<file path="config.mk">
export PLATFORM = sky130hd
export DESIGN_NAME = mulx_iter_top
export DESIGN_NICKNAME = d
export VERILOG_FILES = /design/src/rtl/mulx_pkg.sv /design/src/rtl/mulx_operand_prep.sv /design/src/rtl/mulx_ctrl.sv /design/src/rtl/mulx_loop_core.sv /design/src/rtl/mulx_iter_top.sv
export SDC_FILE = /design/constraint.sdc
export NUM_CORES = 1
export LEC_CHECK = 0
export BUFFER_PORTS_ARGS = -buffer_cell sky130_fd_sc_hd__buf_4
export CAP_MARGIN = 25
export CORE_MARGIN = 3
export CORE_UTILIZATION = 30
export CTS_CLUSTER_DIAMETER = 80
export DETAILED_ROUTE_END_ITERATION = 8
export MAX_ROUTING_LAYER = met4
export PLACE_DENSITY = 0.53
export SLEW_MARGIN = 20
export SYNTH_ARGS = -nofsm -noshare
export SYNTH_HDL_FRONTEND = slang
export SYNTH_HIERARCHICAL = 1
export SYNTH_SLANG_ARGS = --single-unit
</file>
<file path="constraint.sdc">
create_clock -name clk -period 5.5 [get_ports clk]
set_input_delay 0.55 -clock clk [delete_from_list [all_inputs] [get_ports clk]]
set_output_delay 0.55 -clock clk [all_outputs]
set_load 0.03 [all_outputs]
</file>
<file path="src/rtl/mulx_pkg.sv">
package mulx_pkg;
  typedef enum logic [1:0] {
    SEL_LOW,
    SEL_UU,
    SEL_SU,
    SEL_SS
  } mul_sel_e;

  typedef enum logic [2:0] {
    ST_IDLE,
    ST_LOOP,
    ST_FIX_SU,
    ST_FIX_SS,
    ST_FINISH
  } mul_state_e;

  localparam logic [5:0] OPC_LOW = 6'h27;
  localparam logic [5:0] OPC_UU  = 6'h07;
  localparam logic [5:0] OPC_SU  = 6'h17;
endpackage

</file>
<file path="src/rtl/mulx_operand_prep.sv">
module mulx_operand_prep
  import mulx_pkg::*;
#(
  parameter int WIDTH = 32,
  parameter int IMM_W = 16,
  parameter int OPC_W = 6
) (
  input  logic [OPC_W-1:0] op_i,
  input  logic             imm_mode_i,
  input  logic [WIDTH-1:0] opb_i,
  output mul_sel_e         sel_o,
  output logic [WIDTH-1:0] opb_eff_o
);
  logic [WIDTH-1:0] imm_ext;

  generate
    if (IMM_W < WIDTH) begin : g_ext
      assign imm_ext = {{(WIDTH-IMM_W){opb_i[IMM_W-1]}}, opb_i[IMM_W-1:0]};
    end else begin : g_full
      assign imm_ext = opb_i;
    end
  endgenerate

  always_comb begin
    if (imm_mode_i) begin
      sel_o = SEL_LOW;
    end else if (op_i == OPC_W'(OPC_LOW)) begin
      sel_o = SEL_LOW;
    end else if (op_i == OPC_W'(OPC_UU)) begin
      sel_o = SEL_UU;
    end else if (op_i == OPC_W'(OPC_SU)) begin
      sel_o = SEL_SU;
    end else begin
      sel_o = SEL_SS; // fallback for every other code
    end
    opb_eff_o = imm_mode_i ? imm_ext : opb_i;
  end
endmodule

</file>
<file path="src/rtl/mulx_ctrl.sv">
module mulx_ctrl
  import mulx_pkg::*;
#(
  parameter int ITER = 32
) (
  input  logic clk,
  input  logic rst_n,
  input  logic start_i,
  output logic load_o,
  output logic step_o,
  output logic fix_su_o,
  output logic fix_ss_o,
  output logic busy_o,
  output logic done_o
);
  localparam int CW = (ITER > 1) ? $clog2(ITER) : 1;
  localparam logic [CW-1:0] LAST = CW'(ITER - 1);

  mul_state_e state_q, state_d;
  logic [CW-1:0] cnt_q, cnt_d;

  always_comb begin
    state_d = state_q;
    cnt_d   = cnt_q;
    unique case (state_q)
      ST_IDLE: begin
        if (start_i) begin
          state_d = ST_LOOP;
          cnt_d   = '0;
        end
      end
      ST_LOOP: begin
        if (cnt_q == LAST) begin
          state_d = ST_FIX_SU;
          cnt_d   = '0;
        end else begin
          cnt_d = cnt_q + 1'b1;
        end
      end
      ST_FIX_SU: state_d = ST_FIX_SS;
      ST_FIX_SS: state_d = ST_FINISH;
      ST_FINISH: state_d = ST_IDLE;
      default:   state_d = ST_IDLE;
    endcase
  end

  always_ff @(posedge clk or negedge rst_n) begin
    if (!rst_n) begin
      state_q <= ST_IDLE;
      cnt_q   <= '0;
    end else begin
      state_q <= state_d;
      cnt_q   <= cnt_d;
    end
  end

  assign load_o   = (state_q == ST_IDLE) && start_i;
  assign step_o   = (state_q == ST_LOOP);
  assign fix_su_o = (state_q == ST_FIX_SU);
  assign fix_ss_o = (state_q == ST_FIX_SS);
  assign done_o   = (state_q == ST_FINISH);
  assign busy_o   = (state_q != ST_IDLE) && (state_q != ST_FINISH);

  a_r8_done_single: assert property (@(posedge clk) disable iff (!rst_n)
    done_o |=> !done_o);
  a_r8_busy_done_excl: assert property (@(posedge clk) disable iff (!rst_n)
    !(busy_o && done_o));
  a_r8_count_advance: assert property (@(posedge clk) disable iff (!rst_n)
    (step_o && cnt_q != LAST) |=> (step_o && cnt_q == $past(cnt_q) + 1'b1));
  a_r9_no_restart: assert property (@(posedge clk) disable iff (!rst_n)
    (busy_o && start_i) |=> (state_q != ST_LOOP || cnt_q != '0));
endmodule

</file>
<file path="src/rtl/mulx_loop_core.sv">
module mulx_loop_core
  import mulx_pkg::*;
#(
  parameter int WIDTH = 32
) (
  input  logic             clk,
  input  logic             rst_n,
  input  logic             load_i,
  input  logic             step_i,
  input  logic             fix_su_i,
  input  logic             fix_ss_i,
  input  logic [WIDTH-1:0] opa_i,
  input  logic [WIDTH-1:0] opb_i,
  input  mul_sel_e         sel_i,
  output logic [WIDTH-1:0] result_o
);
  logic [WIDTH-1:0] a_q, a_d, b_q, b_d;
  logic [WIDTH-1:0] ml_q, ml_d, mr_q, mr_d;
  logic [WIDTH-1:0] lo_q, lo_d, hi_q, hi_d;
  mul_sel_e         sel_q, sel_d;
  logic [WIDTH:0]   hsum;
  logic             en;

  assign en = load_i | step_i | fix_su_i | fix_ss_i;

  always_comb begin
    a_d   = a_q;
    b_d   = b_q;
    ml_d  = ml_q;
    mr_d  = mr_q;
    lo_d  = lo_q;
    hi_d  = hi_q;
    sel_d = sel_q;
    hsum  = '0;
    if (load_i) begin
      a_d   = opa_i;
      b_d   = opb_i;
      ml_d  = opb_i;
      mr_d  = opb_i;
      lo_d  = '0;
      hi_d  = '0;
      sel_d = sel_i;
    end else if (step_i) begin
      lo_d = {lo_q[WIDTH-2:0], 1'b0} + (ml_q[WIDTH-1] ? a_q : '0);
      ml_d = {ml_q[WIDTH-2:0], 1'b0};
      hsum = {1'b0, hi_q} + {1'b0, (mr_q[0] ? a_q : '0)};
      hi_d = hsum[WIDTH:1];
      mr_d = {1'b0, mr_q[WIDTH-1:1]};
    end else if (fix_su_i) begin
      if ((sel_q == SEL_SU || sel_q == SEL_SS) && a_q[WIDTH-1]) begin
        hi_d = hi_q - b_q;
      end
    end else if (fix_ss_i) begin
      if (sel_q == SEL_SS && b_q[WIDTH-1]) begin
        hi_d = hi_q - a_q;
      end
    end
  end

  always_ff @(posedge clk or negedge rst_n) begin
    if (!rst_n) begin
      a_q   <= '0;
      b_q   <= '0;
      ml_q  <= '0;
      mr_q  <= '0;
      lo_q  <= '0;
      hi_q  <= '0;
      sel_q <= SEL_LOW;
    end else if (en) begin
      a_q   <= a_d;
      b_q   <= b_d;
      ml_q  <= ml_d;
      mr_q  <= mr_d;
      lo_q  <= lo_d;
      hi_q  <= hi_d;
      sel_q <= sel_d;
    end
  end

  assign result_o = (sel_q == SEL_LOW) ? lo_q : hi_q;

  a_r2_copies_drained: assert property (@(posedge clk) disable iff (!rst_n)
    fix_su_i |-> (ml_q == '0 && mr_q == '0));
  a_r9_operands_held: assert property (@(posedge clk) disable iff (!rst_n)
    !load_i |=> ($stable(a_q) && $stable(b_q) && $stable(sel_q)));
  a_r10_result_hold: assert property (@(posedge clk) disable iff (!rst_n)
    !en |=> $stable(result_o));
  a_r5_no_fix_when_positive: assert property (@(posedge clk) disable iff (!rst_n)
    (fix_ss_i && !b_q[WIDTH-1]) |=> $stable(hi_q));
endmodule

</file>
<file path="src/rtl/mulx_iter_top.sv">
module mulx_iter_top
  import mulx_pkg::*;
#(
  parameter int WIDTH = 32,
  parameter int IMM_W = 16,
  parameter int OPC_W = 6,
  parameter int ITER  = WIDTH
) (
  input  logic             clk,
  input  logic             rst_n,
  input  logic             start_i,
  input  logic [OPC_W-1:0] op_i,
  input  logic             imm_mode_i,
  input  logic [WIDTH-1:0] opa_i,
  input  logic [WIDTH-1:0] opb_i,
  output logic             busy_o,
  output logic             done_o,
  output logic [WIDTH-1:0] result_o
);
  logic [1:0]       rst_sync_q;
  logic             rst_n_s;
  logic             load, step, fix_su, fix_ss;
  mul_sel_e         sel;
  logic [WIDTH-1:0] opb_eff;

  always_ff @(posedge clk or negedge rst_n) begin
    if (!rst_n) begin
      rst_sync_q <= 2'b00;
    end else begin
      rst_sync_q <= {rst_sync_q[0], 1'b1};
    end
  end
  assign rst_n_s = rst_sync_q[1];

  mulx_operand_prep #(.WIDTH(WIDTH), .IMM_W(IMM_W), .OPC_W(OPC_W)) u_prep (
    .op_i       (op_i),
    .imm_mode_i (imm_mode_i),
    .opb_i      (opb_i),
    .sel_o      (sel),
    .opb_eff_o  (opb_eff)
  );

  mulx_ctrl #(.ITER(ITER)) u_ctrl (
    .clk      (clk),
    .rst_n    (rst_n_s),
    .start_i  (start_i),
    .load_o   (load),
    .step_o   (step),
    .fix_su_o (fix_su),
    .fix_ss_o (fix_ss),
    .busy_o   (busy_o),
    .done_o   (done_o)
  );

  mulx_loop_core #(.WIDTH(WIDTH)) u_core (
    .clk      (clk),
    .rst_n    (rst_n_s),
    .load_i   (load),
    .step_i   (step),
    .fix_su_i (fix_su),
    .fix_ss_i (fix_ss),
    .opa_i    (opa_i),
    .opb_i    (opb_eff),
    .sel_i    (sel),
    .result_o (result_o)
  );

  a_r1_idle_after_reset: assert property (@(posedge clk) disable iff (!rst_n_s)
    $rose(rst_n_s) |-> (!busy_o && !done_o));
endmodule

</file>
-- Word level (Yosys, flattened, before mapping)
Cells that the tools add are included.
- memory bits (read-only): 0
- RAM bits: 0
- register bits: 204
- input bits: 74
- latch bits: 0
- output and inout port bits: 34
- memories: 0
- shift-type cells: 0
- divide/modulo/power cells: 0
- add/sub/neg operators: 5
- multiply operators: 0
- eq/ne operators: 14
- reductions and logical operators: 17
- bitwise logic cells: 3
- mux-type cells: 26
- $lt $le $gt $ge: 0
- operators by type and width (cell ; number):
    $mux W32 ; 16
    $sub A32 B32 Y32 ; 2
    $add A32 B32 Y33 ; 1
    $add A32 B32 Y32 ; 1
    $pmux W3 S4 ; 1
    $mux W5 ; 2
    $pmux W5 S2 ; 1
    $reduce_and A2 Y1 ; 4
    $reduce_bool A4 Y1 ; 2
    $eq A3 B2 Y1 const B ; 2
    $eq A6 B3 Y1 const B ; 1
    $eq A6 B5 Y1 const B ; 1
    $eq A6 B6 Y1 const B ; 1
    $mux W2 ; 3
    $mux W3 ; 2
    $add A5 B1 Y5 const B ; 1
    $eq A5 B5 Y1 const B ; 1
    $eq A2 B2 Y1 const B ; 2
    $logic_and A1 B1 Y1 ; 4
    $ne A4 B2 Y1 const B ; 1
    $reduce_and A4 Y1 ; 1
    $reduce_bool A2 Y1 ; 2
    $eq A3 B1 Y1 const B ; 1
    $eq A3 B3 Y1 const B ; 1
    other kinds (9) ; 11

-- Longest topological paths before layout
- depth in word-level cells: 7
- mapped depth: 15

-- Hierarchy
Netlist, hierarchy kept.
- by module, submodules not included (module ; times used ; cells each ; area each (sq um)):
    mulx_loop_core ; 1 ; 1558 ; 14259.9
    mulx_ctrl ; 1 ; 41 ; 446.7
    mulx_operand_prep ; 1 ; 57 ; 379.1
    mulx_iter_top ; 1 ; 3 ; 53.8

-- Worst setup path before layout
Ideal clock, no wire load.
- kind: flip-flop to flip-flop
- start: register u_ctrl.state_q[0]
- end: register u_core.hi_q[18]
- buffers on the path: 3
- cell stages (with the launch flop): 15
- clock period less this slack: 3.829 ns
- library setup time: 0.121 ns
- slack: 1.671 ns
- arrival: 3.708 ns
- path through: dfrtp_1 > buf_2 > nor3b_1 > clkbuf_1 > buf_1 > mux2i_1 > inv_1 > fa_1 > o21ai_0 > a21o_1 > o2111a_1 > a31oi_1 > o2111a_1 > a221o_1 > a22o_1
- elaborated cells between the ends (all ways): 15
- RTL lines (what ; RTL line ; source):
    start: declaration ; mulx_ctrl.sv:19 ; mul_state_e state_q, state_d;
    start signal: assignment ; mulx_ctrl.sv:52 ; state_q <= state_d;
    $eq A3 B2 Y1 * ; mulx_ctrl.sv:59 ; assign fix_su_o = (state_q == ST_FIX_SU);
    named net fix_su ; mulx_iter_top.sv:22 ; logic load, step, fix_su, fix_ss;
    $or A1 B1 Y1 / $mux W32 (equally long branches) ; mulx_loop_core.sv:24, mulx_loop_core.sv:49 ;
    $or A1 B1 Y1 / $mux W32 (equally long branches) ; mulx_loop_core.sv:24, mulx_loop_core.sv:43 ;
    $reduce_and A4 Y1 (no source line) / $mux W32 (equally long branches) ; n/a ;
    end signal: assignment ; mulx_loop_core.sv:75 ; hi_q <= hi_d;
    end: declaration ; mulx_loop_core.sv:19 ; logic [WIDTH-1:0] lo_q, lo_d, hi_q, hi_d;
The timed path passes the listed nets; every way through them passes the cells marked *.
A chain may end at the register's enable or synchronous reset.

-- Worst setup path after layout
- start: register u_ctrl.state_q[1]
- end: register u_core.hi_q[25]
Same word-level chain as after synthesis.

==> results.sh <==
export IMPL_grt_pass1_vias=12700
export IMPL_timing_hold_ws_ps=223
export IMPL_timing_hold_violations_final=0
export IMPL_ys_warn_count=6
export IMPL_grt_max_degree=164
export IMPL_netlist_area_um2=15100
export IMPL_ios=108
export IMPL_crit_path_max_incr_delay_ps=730
export IMPL_max_slew_vio_count=0
export IMPL_hp_start="opa_i[28]"
export IMPL_reg2reg_path_depth=12
export IMPL_synthesis_nets=1838
export IMPL_postLayoutCoreUtil_pct=35.3
export IMPL_die_area_um2=53200
export IMPL_place_area_um2=16500
export IMPL_crit_path_start="u_ctrl/state_q[1]$_DFFE_PN0P_"
export IMPL_grt_first_pass_wirelength_um=72100
export IMPL_cp_buffers_inverters=1
export IMPL_synthCells=1659
export IMPL_tritoncts_num_buffers=26
export IMPL_setup_violations_final=0
export IMPL_io_buffer_count=107
export IMPL_grt_overflow=0
export IMPL_outcome="complete, no violations"
export IMPL_min_delay_path_depth=2
export IMPL_track_usage_pct=17.3
export IMPL_cp_required_ps=5890
export IMPL_routabilityCongestion=0.914
export IMPL_initial_utilization_pct=30.7
export IMPL_timing_fmax_ghz=0.226
export IMPL_pre_antenna_drt_iters=5
export IMPL_die_span_x_um=231
export IMPL_cp_cell_sequence="nor3b_2 > buf_4 > mux2i_1 > ha_1 > o21a_1 > o211ai_1 > a31oi_2 > o21ai_0 > a21oi_1 > or3_1 > a31oi_1 > o311ai_0"
export IMPL_drive_gt1_share_pct=17.7
export IMPL_crit_cells=12
export IMPL_drc=0
export IMPL_timing_worst_slew_pin_value_ps=1030
export IMPL_timing_max_cap_violations=0
export IMPL_worst_hold_path_type="primary input to register"
export IMPL_end_kind="register"
export IMPL_post_route_min_period_ps=4430
export IMPL_rr_startpoint="u_ctrl/state_q[1]$_DFFE_PN0P_"
export IMPL_drt_iter0_drc=792
export IMPL_setup_reg_to_reg_worst_slack_ps=1070
export IMPL_finClkSkew_ps=33.2
export IMPL_synth_cell_types=84
export IMPL_finish_net_count=1890
export IMPL_cts_resized=0
export IMPL_type_of_origin_of_the_critical_path="register"
export IMPL_cts_max_level=1
export IMPL_count_of_flip_flops_with_a_built_in_enable_after_synthesis=0
export IMPL_drt_wirelength_per_cell_um=18.9
export IMPL_critical_path_class="register to register"
export IMPL_crit_slowest_cell="o21ai_0"
export IMPL_dominantRegCellSynth="dfrtp_1"
export IMPL_share_of_synthesized_flip_flops_with_an_asynchronous_set_or_reset_pct=100
export IMPL_layout_worst_path_cycle_share_pct=80.5
export IMPL_num_vias=12600
export IMPL_die_height_um=231
export IMPL_ys_ff_latch=204
export IMPL_coreArea_um2=49400
export IMPL_arrival_ps=4820
export IMPL_dpl_hpwl_um=33300
export IMPL_final_common_cell="dfrtp_1"
export IMPL_postSynthAreaPerCell_um2=9.13
export IMPL_clkLatencyLatePin_ps=560
export IMPL_grt_setup_unrepaired="no"
export IMPL_layout_cells_most_common_list="dfrtp_1, nor2_1, buf_4, ha_1, mux2_2"
export IMPL_clock_pin_slew_worst_setup_and_hold_paths_ps=60
export IMPL_critPathMaxFanout=29
export IMPL_relSlewSlack_pct=31.2
export IMPL_antenna_found_initial=1
export IMPL_tritoncts="done"
export IMPL_cts_sinks=204
export IMPL_area_growth_syn_to_layout_pct=15.1
export IMPL_timing_critical_path_max_delay_family="compound AO/OA/AOI/OAI gates"
export IMPL_drt_antenna_violating_nets=0
export IMPL_row_count=81
export IMPL_sequential_element_share_of_the_synthesized_area_pct=33.7
export IMPL_viasPerCell=5.27
export IMPL_cts_root_buffer_cell="clkbuf_16"
export IMPL_fin_area_um2=17400
export IMPL_max_clock_path_buffers=3
export IMPL_total_routed_wirelength_um=45300
export IMPL_setup_tns_final_ps=0
cells by family (layout without fill, tap and decap cells):
kind of cell,after synthesis,after routing,synth area share (%)
AOI/OAI and AO/OA,449,449,20.3
xor gates and xnor gates,62,62,3.59
adders and majority gates,105,105,8.83
buffers and inverters,149,218,4.34
DFF,204,204,33.7
muxes,149,149,10.7
other,1,2,0.0248
and+or+nand+nor,540,540,18.5
worst reg2reg max path, stage by stage (launching register included):
cell and delay, ps:
dfrtp_1 510, nor3b_2 560, buf_4 550, mux2i_1 320, ha_1 300, o21a_1 190, o211ai_1 230, a31oi_2 110
o21ai_0 730, a21oi_1 180, or3_1 340, a31oi_1 160, o311ai_0 120
through the flow:
stage	worst slack (ps)	instances
2_1_floorplan	1670	1659
3_3_place_gp	1250	2345
3_5_place_dp	1080	2345
4_1_cts	1090	2391
5_1_grt	697	2393
6_report	1070	2393
cells in the mapped netlist, types with 6 or more instances:
master / n / share of area (%)
dfrtp_1: 204 / 34
nor2_1: 143 / 3.5
ha_1: 102 / 8.4
mux2_2: 98 / 7.3
a21oi_1: 97 / 3.2
and2_1: 96 / 4.0
nand2_1: 90 / 2.2
a211oi_1: 79 / 3.9
o21ai_0: 79 / 2.6
clkbuf_1: 73 / 1.8
nor2b_1: 66 / 2.7
mux2i_1: 51 / 3.4
inv_1: 44 / 1.1
a21o_1: 39 / 1.9
xnor2_1: 38 / 2.2
nor3_1: 25 / 0.83
xor2_1: 24 / 1.4
nand3_1: 22 / 0.73
nand2b_1: 21 / 0.87
nand4_1: 18 / 0.74
o21a_1: 18 / 0.89
buf_4: 16 / 0.79
a31oi_1: 12 / 0.50
o211ai_1: 12 / 0.60
o21ai_2: 11 / 0.64
a22o_1: 10 / 0.58
or3_1: 10 / 0.41
nor3b_1: 9 / 0.45
o31ai_1: 9 / 0.45
and3_1: 8 / 0.33
buf_1: 8 / 0.20
a221oi_1: 7 / 0.40
o21bai_1: 7 / 0.35
a2111oi_0: 6 / 0.35
a211o_1: 6 / 0.35
registers in the layout (all words and copies together) (netlist names):
register,flops
u_core/a_q,32
u_core/b_q,32
u_core/hi_q,32
u_core/lo_q,32
u_core/ml_q,32
u_core/mr_q,32
u_ctrl/cnt_q,5
u_ctrl/state_q,3
rst_sync_q,2
u_core/sel_q,2
layout make-up:
type	count	area, um2
tap	664	831
antenna	1	2.50
timing repair buffer	128	983
fill	5086	31900
multi-input combinational	1306	9410
sequential	204	5110
clock buffer	33	717
inverter	45	169
clock inverter	12	196
routing by layer:
metal	vias up	GRT usage [%]	routed length (um)
li1	6130	-	-
met1	6092	21.7	19900
met2	316	29.1	22100
met3	79	2.43	1980
met4	0	5.11	1360
met5	-	-	0
path summary, 6_finish.rpt:
check,end
max in group asynchronous,u_core/ml_q[23]$_DFFE_PN0P_
min reg2reg,u_core/a_q[22]$_DFFE_PN0P_
min in group asynchronous,rst_sync_q[1]$_DFF_PN0_
max,u_core/hi_q[25]$_DFFE_PN0P_
max reg2reg,u_core/hi_q[25]$_DFFE_PN0P_
min,u_core/a_q[28]$_DFFE_PN0P_
what timing repair did:
item                      4_1_cts  5_1_grt
buffers inserted                0        0
hold buffers                    1        0
hold endpoints to repair        2        0
Power is left out: the tool's default activity adds up to more than one toggle a clock period on the data nets, which glitch-free logic cannot reach.
